### src/rtl/alu_pkg.sv
package alu_pkg;

  localparam logic [2:0] OP_AND = 3'b000;
  localparam logic [2:0] OP_OR  = 3'b001;
  localparam logic [2:0] OP_ADD = 3'b010;
  localparam logic [2:0] OP_SUB = 3'b110;
  localparam logic [2:0] OP_SLT = 3'b111;

  typedef enum logic [1:0] {
    SEL_AND  = 2'd0,
    SEL_OR   = 2'd1,
    SEL_SUM  = 2'd2,
    SEL_LESS = 2'd3
  } resSel_e;

  typedef struct packed {
    logic    bInvert;
    logic    carryIn;
    resSel_e resSel;
    logic    resultEn;
    logic    ovfEnable;
  } aluStrobe_t;

endpackage

### src/rtl/alu_ctrl.sv
module alu_ctrl
  import alu_pkg::*;
(
  input  logic [2:0]  opSel,
  output aluStrobe_t  strobe
);

  always_comb begin
    strobe = '{bInvert: 1'b0, carryIn: 1'b0, resSel: SEL_AND,
               resultEn: 1'b0, ovfEnable: 1'b0};
    unique case (opSel)
      OP_AND: begin
        strobe.resultEn = 1'b1;
      end
      OP_OR: begin
        strobe.resSel   = SEL_OR;
        strobe.resultEn = 1'b1;
      end
      OP_ADD: begin
        strobe.resSel    = SEL_SUM;
        strobe.resultEn  = 1'b1;
        strobe.ovfEnable = 1'b1;
      end
      OP_SUB: begin
        strobe.bInvert   = 1'b1;
        strobe.carryIn   = 1'b1;
        strobe.resSel    = SEL_SUM;
        strobe.resultEn  = 1'b1;
        strobe.ovfEnable = 1'b1;
      end
      OP_SLT: begin
        strobe.bInvert  = 1'b1;
        strobe.carryIn  = 1'b1;
        strobe.resSel   = SEL_LESS;
        strobe.resultEn = 1'b1;
      end
      default: begin
        strobe.resultEn = 1'b0;
      end
    endcase
  end

endmodule

### src/rtl/alu_slice.sv
module alu_slice
  import alu_pkg::*;
(
  input  logic    a,
  input  logic    b,
  input  logic    less,
  input  logic    carryIn,
  input  logic    bInvert,
  input  resSel_e resSel,
  input  logic    resultEn,
  output logic    sum,
  output logic    carryOut,
  output logic    result
);

  logic bEff;
  logic picked;

  assign bEff     = b ^ bInvert;
  assign sum      = a ^ bEff ^ carryIn;
  assign carryOut = (a & bEff) | (a & carryIn) | (bEff & carryIn);

  always_comb begin
    unique case (resSel)
      SEL_AND:  picked = a & bEff;
      SEL_OR:   picked = a | bEff;
      SEL_SUM:  picked = sum;
      SEL_LESS: picked = less;
      default:  picked = 1'b0;
    endcase
  end

  assign result = resultEn & picked;

endmodule

### src/rtl/alu_datapath.sv
module alu_datapath
  import alu_pkg::*;
#(
  parameter int WIDTH = 32
) (
  input  logic [WIDTH-1:0] opA,
  input  logic [WIDTH-1:0] opB,
  input  aluStrobe_t       strobe,
  output logic [WIDTH-1:0] result,
  output logic             zero,
  output logic             overflow
);

  localparam int MSB = WIDTH - 1;

  logic setBit;
  logic ovfRaw;
  logic msbSum;
  logic msbCarryIn;
  logic msbCarryOut;

  for (genvar i = 0; i < WIDTH; i++) begin : gen_bit
    logic cIn;
    logic cOut;
    logic s;
    logic r;
    logic lessIn;

    if (i == 0) begin : g_first
      assign cIn    = strobe.carryIn;
      assign lessIn = setBit;
    end else begin : g_rest
      assign cIn    = gen_bit[i-1].cOut;
      assign lessIn = 1'b0;
    end

    alu_slice u_slice (
      .a        (opA[i]),
      .b        (opB[i]),
      .less     (lessIn),
      .carryIn  (cIn),
      .bInvert  (strobe.bInvert),
      .resSel   (strobe.resSel),
      .resultEn (strobe.resultEn),
      .sum      (s),
      .carryOut (cOut),
      .result   (r)
    );

    assign result[i] = r;
  end

  assign msbSum      = gen_bit[MSB].s;
  assign msbCarryIn  = gen_bit[MSB].cIn;
  assign msbCarryOut = gen_bit[MSB].cOut;

  assign ovfRaw   = msbCarryIn ^ msbCarryOut;
  assign setBit   = msbSum ^ ovfRaw;
  assign overflow = ovfRaw & strobe.ovfEnable;
  assign zero     = ~|result;

endmodule

### src/rtl/slice_alu.sv
module slice_alu
  import alu_pkg::*;
#(
  parameter int WIDTH = 32
) (
  input  logic [WIDTH-1:0] opA,
  input  logic [WIDTH-1:0] opB,
  input  logic [2:0]       opSel,
  output logic [WIDTH-1:0] result,
  output logic             zero,
  output logic             overflow
);

  aluStrobe_t strobe;

  alu_ctrl u_ctrl (
    .opSel  (opSel),
    .strobe (strobe)
  );

  alu_datapath #(.WIDTH(WIDTH)) u_dp (
    .opA      (opA),
    .opB      (opB),
    .strobe   (strobe),
    .result   (result),
    .zero     (zero),
    .overflow (overflow)
  );

endmodule

### config.mk
export PLATFORM = sky130hd
export DESIGN_NAME = slice_alu
export DESIGN_NICKNAME = d
export VERILOG_FILES = /design/src/rtl/alu_pkg.sv /design/src/rtl/alu_ctrl.sv /design/src/rtl/alu_slice.sv /design/src/rtl/alu_datapath.sv /design/src/rtl/slice_alu.sv
export SDC_FILE = /design/constraint.sdc
export NUM_CORES = 1
export LEC_CHECK = 0
export ABC_AREA = 0
export BUFFER_PORTS_ARGS = -buffer_cell sky130_fd_sc_hd__buf_2
export CAP_MARGIN = 20
export CORE_MARGIN = 2
export CORE_UTILIZATION = 54
export DETAILED_ROUTE_END_ITERATION = 8
export GPL_TIMING_DRIVEN = 0
export PLACE_DENSITY = 0.88
export SKIP_LAST_GASP = 1
export SLEW_MARGIN = 20
export SYNTH_ARGS = -nofsm -noshare
export SYNTH_HDL_FRONTEND = slang
export SYNTH_SLANG_ARGS = --single-unit
export TNS_END_PERCENT = 20
### constraint.sdc
create_clock -name vclk -period 19.3
set_input_delay 1.93 -clock vclk [all_inputs]
set_output_delay 1.93 -clock vclk [all_outputs]
set_load 0.03 [all_outputs]
==> flow_summary_export.csv, run 1 <==
group,metric,value,unit
timing,post-route-min-period,18110,ps
worst_setup_path,critPathTopFamily,"adder cells",
synth,synth_area_leaders,"ha_1 (25%), fa_1 (21%), xnor2_1 (9.6%)",
detailed_routing,drc,0,
worst_setup_path,crit_start,"opSel[1]",
detailed_routing,vias,2756,
detailed_routing,wl_per_cell,13.5,um
synth,synth-seq-area-share,0,%
synth,yosys.area.top_type,"ha_1",
floorplanning,die_w,78.6,um
finish,drive_gt1_share,31.0,%
place,gp_congestion,0.860,
timing,hold_viol_final,0,
pwr,p_leak,2.03,nW
pwr,finalPower,127,uW
finish,final_cells,556,
worst_setup_path,path_depth,40,
grt,grtUsageTotal,24.5,%
worst_setup_path,cp.arrival,16180,ps
worst_setup_path,cpPeakStageDelay,470,ps
detailed_routing,m1WireLength,2.97,mm
timing,worst-slew-pin-transition,466,ps
run_status,outcome,"finished clean",
worst_setup_path,startpoint_type,"input pin",
worst_setup_path,worstSetupPathType,"in2out",
min_path,min_path_type,"in2out",
synth,netlist_instances,384,
timing,max_slew_margin,68.9,%
clock_tree,cts_setup_buffers,0,
detailed_routing,drt-total-wl,7.51,mm
floorplanning,initial_core_util,55.3,%
finish,clock_buffers,0,
floorplanning,row_count,27,
finish,final_nets,645,
flow_run,maxCapViolCount,0,
floorplanning,core,0.00544,sq mm
grt,grt_start_max_net_pins,11,
detailed_routing,highest_layer,"met4",
timing,setup_viol,0,
detailed_routing,first_pass_iters,4,
timing,holdWs,4410,ps
worst_setup_path,crit_path_end,"zero",
synth,synth_common_cells,"inv_1 (65), ha_1 (61), nand2_1 (57), xnor2_1 (33), buf_4 (32)",
timing,grt_setup_unrepaired,"no",
synth,yosysMostFrequentCell,"inv_1",
worst_setup_path,crit_top_cell,"fa_1",
floorplanning,die_h,78.6,um
timing,final.setup.tns,0,ps
detailed_routing,first_iter_violations,124,
timing,max_freq,55.2,MHz
detailed_routing,antenna_left,0,
finish,num_antenna_cells,0,
worst_setup_path,cp_max_fo,10,
finish,multi_input_area,0.00241,sq mm
detailed_routing,routed-wl-met3,456,um
clock_tree,ctsHoldBuffers,0,
place,dp_hpwl,6.34,mm
grt,grt_pass1_vias,2798,
detailed_routing,wl_met2,3.92,mm
floorplanning,ios,101,
synth,ys_warn_count,0,
worst_setup_path,cp_data_required_time,17370,ps
worst_setup_path,crit_path_end_kind,"primary output",
place,placedCellCount,556,
grt,grt_pass1_wl,12.2,mm
min_path,hp-start,"opSel[1]",
worst_setup_path,cp.buffers_inverters,3,
synth,netlist_area,0.00301,sq mm
finish,area_growth,19.7,%
worst_setup_path,cpMaxStageDelayCell,"fa_1",
grt,antenna_found_initial,0,
grt,grt_overflow,0,
finish,design.seq.count,0,
pwr,irDropWorstVdd,0.0270,mV
synth,synth.distinct_cells,27,
synth,synth_top_area_share,25.4,%
synth,syn_nets,543,
clock_tree,cts_resized,0,
detailed_routing,vias_per_cell,4.96,
pwr,power_density,35.2,mW/mm^2
finish,utilization,66.1,%
finish,seqCellArea,0,sq um
synth,syn_avg_cell_area,7.83,sq um
place,port_buffers,100,
timing,final-max-slew-violation-count,0,
timing,period_share,93.8,%
floorplanning,dieArea,0.00618,sq mm
finish,fillers,446,
placed cells by master, fill, tap and decap left out, drive strengths merged, types with 2 or more instances in the layout:
cell   synthesis  layout
a21o           2       2
nor2           3       3
o21ai         57      57
xnor2         33      33
inv           65      65
ha            61      61
buf           48     148
nand2         57      57
nor4           8       8
nand4          2       2
mux2i          6       6
fa            31      31
worst min path at each step:
stage	end	cells after the start
6_report	zero	4
4_1_cts	zero	4
3_3_place_gp	zero	4
5_1_grt	zero	4
3_5_place_dp	zero	4
2_1_floorplan	zero	2
stage by stage:
stage | area, sq um | worst slack, ps
floorplan | 3010 | 2280
global placement | 3600 | 1420
detailed placement | 3600 | 1270
CTS | 3600 | 1240
global route | 3600 | 774
finish | 3600 | 1190
layout make-up:
cell class	count	area share, %
Inverter	65	6.78
Tap cell	72	2.51
Timing Repair Buffer	100	13.9
Multi-Input combinational cell	270	66.9
Buffer	49	9.88
tightest hold or removal path, cell delays in order:
cell    delay [ps]
buf_2          120
a22o_1         190
nor4_2          60
buf_2          170
routing by layer:
layer  global-route usage [%]  vias up
met5                        0        -
met4                     7.89        0
met3                     1.61       19
met2                     46.9       98
met1                     28.6     1297
li1                         -     1342
cells by family (layout without fill, tap and decap cells):
logic type	after synthesis	in the layout	share of synthesized area (%)
buffers and inverters	114	214	19.9
AO/OA/AOI/OAI	63	63	10.9
adder cells (fa/ha/maj)	93	93	46.4
AND/OR/NAND/NOR	74	74	10.9
multiplexers	6	6	2.00
XOR/XNOR	34	34	9.91
power by group:
group / internal (mW) / switching, mW
Clock: 0 / 0
Sequential: 0 / 0
Combinational: 0.0522 / 0.0743
No activity file was read; power rests on OpenSTA's default activity.
==> inputs of run 2 (changes only) <==
Settings changed: BUFFER_PORTS_ARGS -buffer_cell sky130_fd_sc_hd__buf_2 to not set, CORE_UTILIZATION 54 to 60, DONT_BUFFER_PORTS set to 1, PLACE_DENSITY 0.88 to 0.79.
==> flow_summary_export.csv, run 2 (same netlist as run 1, synthesis figures left out) <==
group,metric,value,unit
run_status,outcome,"finished clean",
worst_setup_path,startpoint_type,"input pin",
min_path,min_path_type,"in2out",
timing,post-route-min-period,18200,ps
timing,period_share,94.3,%
pwr,p_comb_share,100.0,%
grt,grt_start_max_net_pins,11,
worst_setup_path,cp_data_required_time,17370,ps
place,placedCellCount,451,
clock_tree,ctsHoldBuffers,0,
pwr,power.switching,65.7,uW
worst_setup_path,crit_top_cell,"fa_1",
timing,max_freq,54.9,MHz
detailed_routing,first_pass_iters,4,
floorplanning,core,0.00479,sq mm
detailed_routing,m1WireLength,2.67,mm
grt,grt_overflow,0,
detailed_routing,wl_met2,3.77,mm
finish,clock_buffers,0,
timing,worst-slew-pin-transition,810,ps
timing,setup_viol,0,
worst_setup_path,worstSetupPathType,"in2out",
place,gp_congestion,0.862,
floorplanning,row_count,25,
pwr,clock_power_share,0,%
grt,grt_pass1_wl,10.8,mm
detailed_routing,first_iter_violations,89,
finish,drive_gt1_share,13.0,%
finish,utilization,64.5,%
detailed_routing,wl_per_cell,15.5,um
floorplanning,initial_core_util,62.8,%
finish,mostFrequentLayoutCell,"inv_1",
clock_tree,cts_setup_buffers,0,
finish,final_area,0.00309,sq mm
place,place_ws,1130,ps
grt,antenna_found_initial,0,
place,post_dp_cell_area,0.00309,sq mm
detailed_routing,vias,2354,
detailed_routing,highest_layer,"met4",
detailed_routing,antenna_left,0,
flow_run,maxCapViolCount,0,
finish,num_antenna_cells,0,
timing,hold_viol_final,0,
timing,max_slew_margin,45.5,%
timing,grt_setup_unrepaired,"no",
timing,holdWs,4130,ps
timing,final.setup.tns,0,ps
pwr,p_leak,1.61,nW
worst_setup_path,cpMaxStageDelayCell,"nor4_2",
worst_setup_path,crit_path_end_kind,"primary output",
detailed_routing,drc,0,
place,dp_hpwl,5.88,mm
floorplanning,die_h,74.8,um
place,port_buffers,0,
timing,final-max-slew-violation-count,0,
pwr,power_density,34.9,mW/mm^2
worst_setup_path,cp.arrival,16270,ps
floorplanning,dieArea,0.00559,sq mm
pwr,finalPower,108,uW
finish,area_growth,2.79,%
worst_setup_path,cp_max_fo,10,
pwr,irDropWorstVdd,0.0185,mV
clock_tree,cts_resized,0,
detailed_routing,vias_per_cell,5.22,
floorplanning,die_w,74.8,um
detailed_routing,routed-wl-met3,509,um
finish,seqCellArea,0,sq um
finish,final_cell_mix,"inv_1 (65), ha_1 (61), nand2_1 (57)",
pwr,intPower,42.2,uW
timing,worst_slack,1100,ps
finish,final_cells,451,
floorplanning,ios,101,
detailed_routing,drt-total-wl,6.99,mm
finish,final_nets,545,
grt,grt_pass1_vias,2327,
pwr,swShare,60.9,%
finish,design.seq.count,0,
pwr,seqPwrFrac,0,%
grt,grtUsageTotal,25.2,%
worst_setup_path,cpPeakStageDelay,720,ps
## run 2: path summary, 6_finish.rpt
kind | from | to | slack [ps] | depth (start not counted)
max | opSel[1] | zero | 1100 | 38
min | opSel[1] | zero | 4130 | 2
## run 2: routing by layer
layer | vias to the layer above | GRT usage, %
met5 | - | 0
met4 | 0 | 1.79
met3 | 4 | 2.68
met2 | 86 | 48.5
met1 | 1121 | 31.7
li1 | 1143 | -
## run 2: power groups by stage
| stage | registers (mW) | logic [mW] | clock network, mW |
|---|---|---|---|
| after global placement | 0 | 0.104 | 0 |
| after floorplan | 0 | 0.0897 | 0 |
| after detailed placement | 0 | 0.108 | 0 |
| final | 0 | 0.108 | 0 |
| after CTS | 0 | 0.109 | 0 |
| after global routing | 0 | 0.121 | 0 |
## run 2: layout make-up
cell class | count | area, sq um
tap | 67 | 83.8
fill | 444 | 1700
buffer | 49 | 355
multi-input combinational | 270 | 2410
inverter | 65 | 244
## run 2: worst max-delay path, delay by kind of cell
| kind | cells | cell delay (ps) |
|---|---|---|
| fa+ha+maj | 30 | 12310 |
| simple gates | 5 | 1400 |
| buf+inv | 1 | 360 |
| xor+xnor | 1 | 190 |
| compound gates | 1 | 70 |
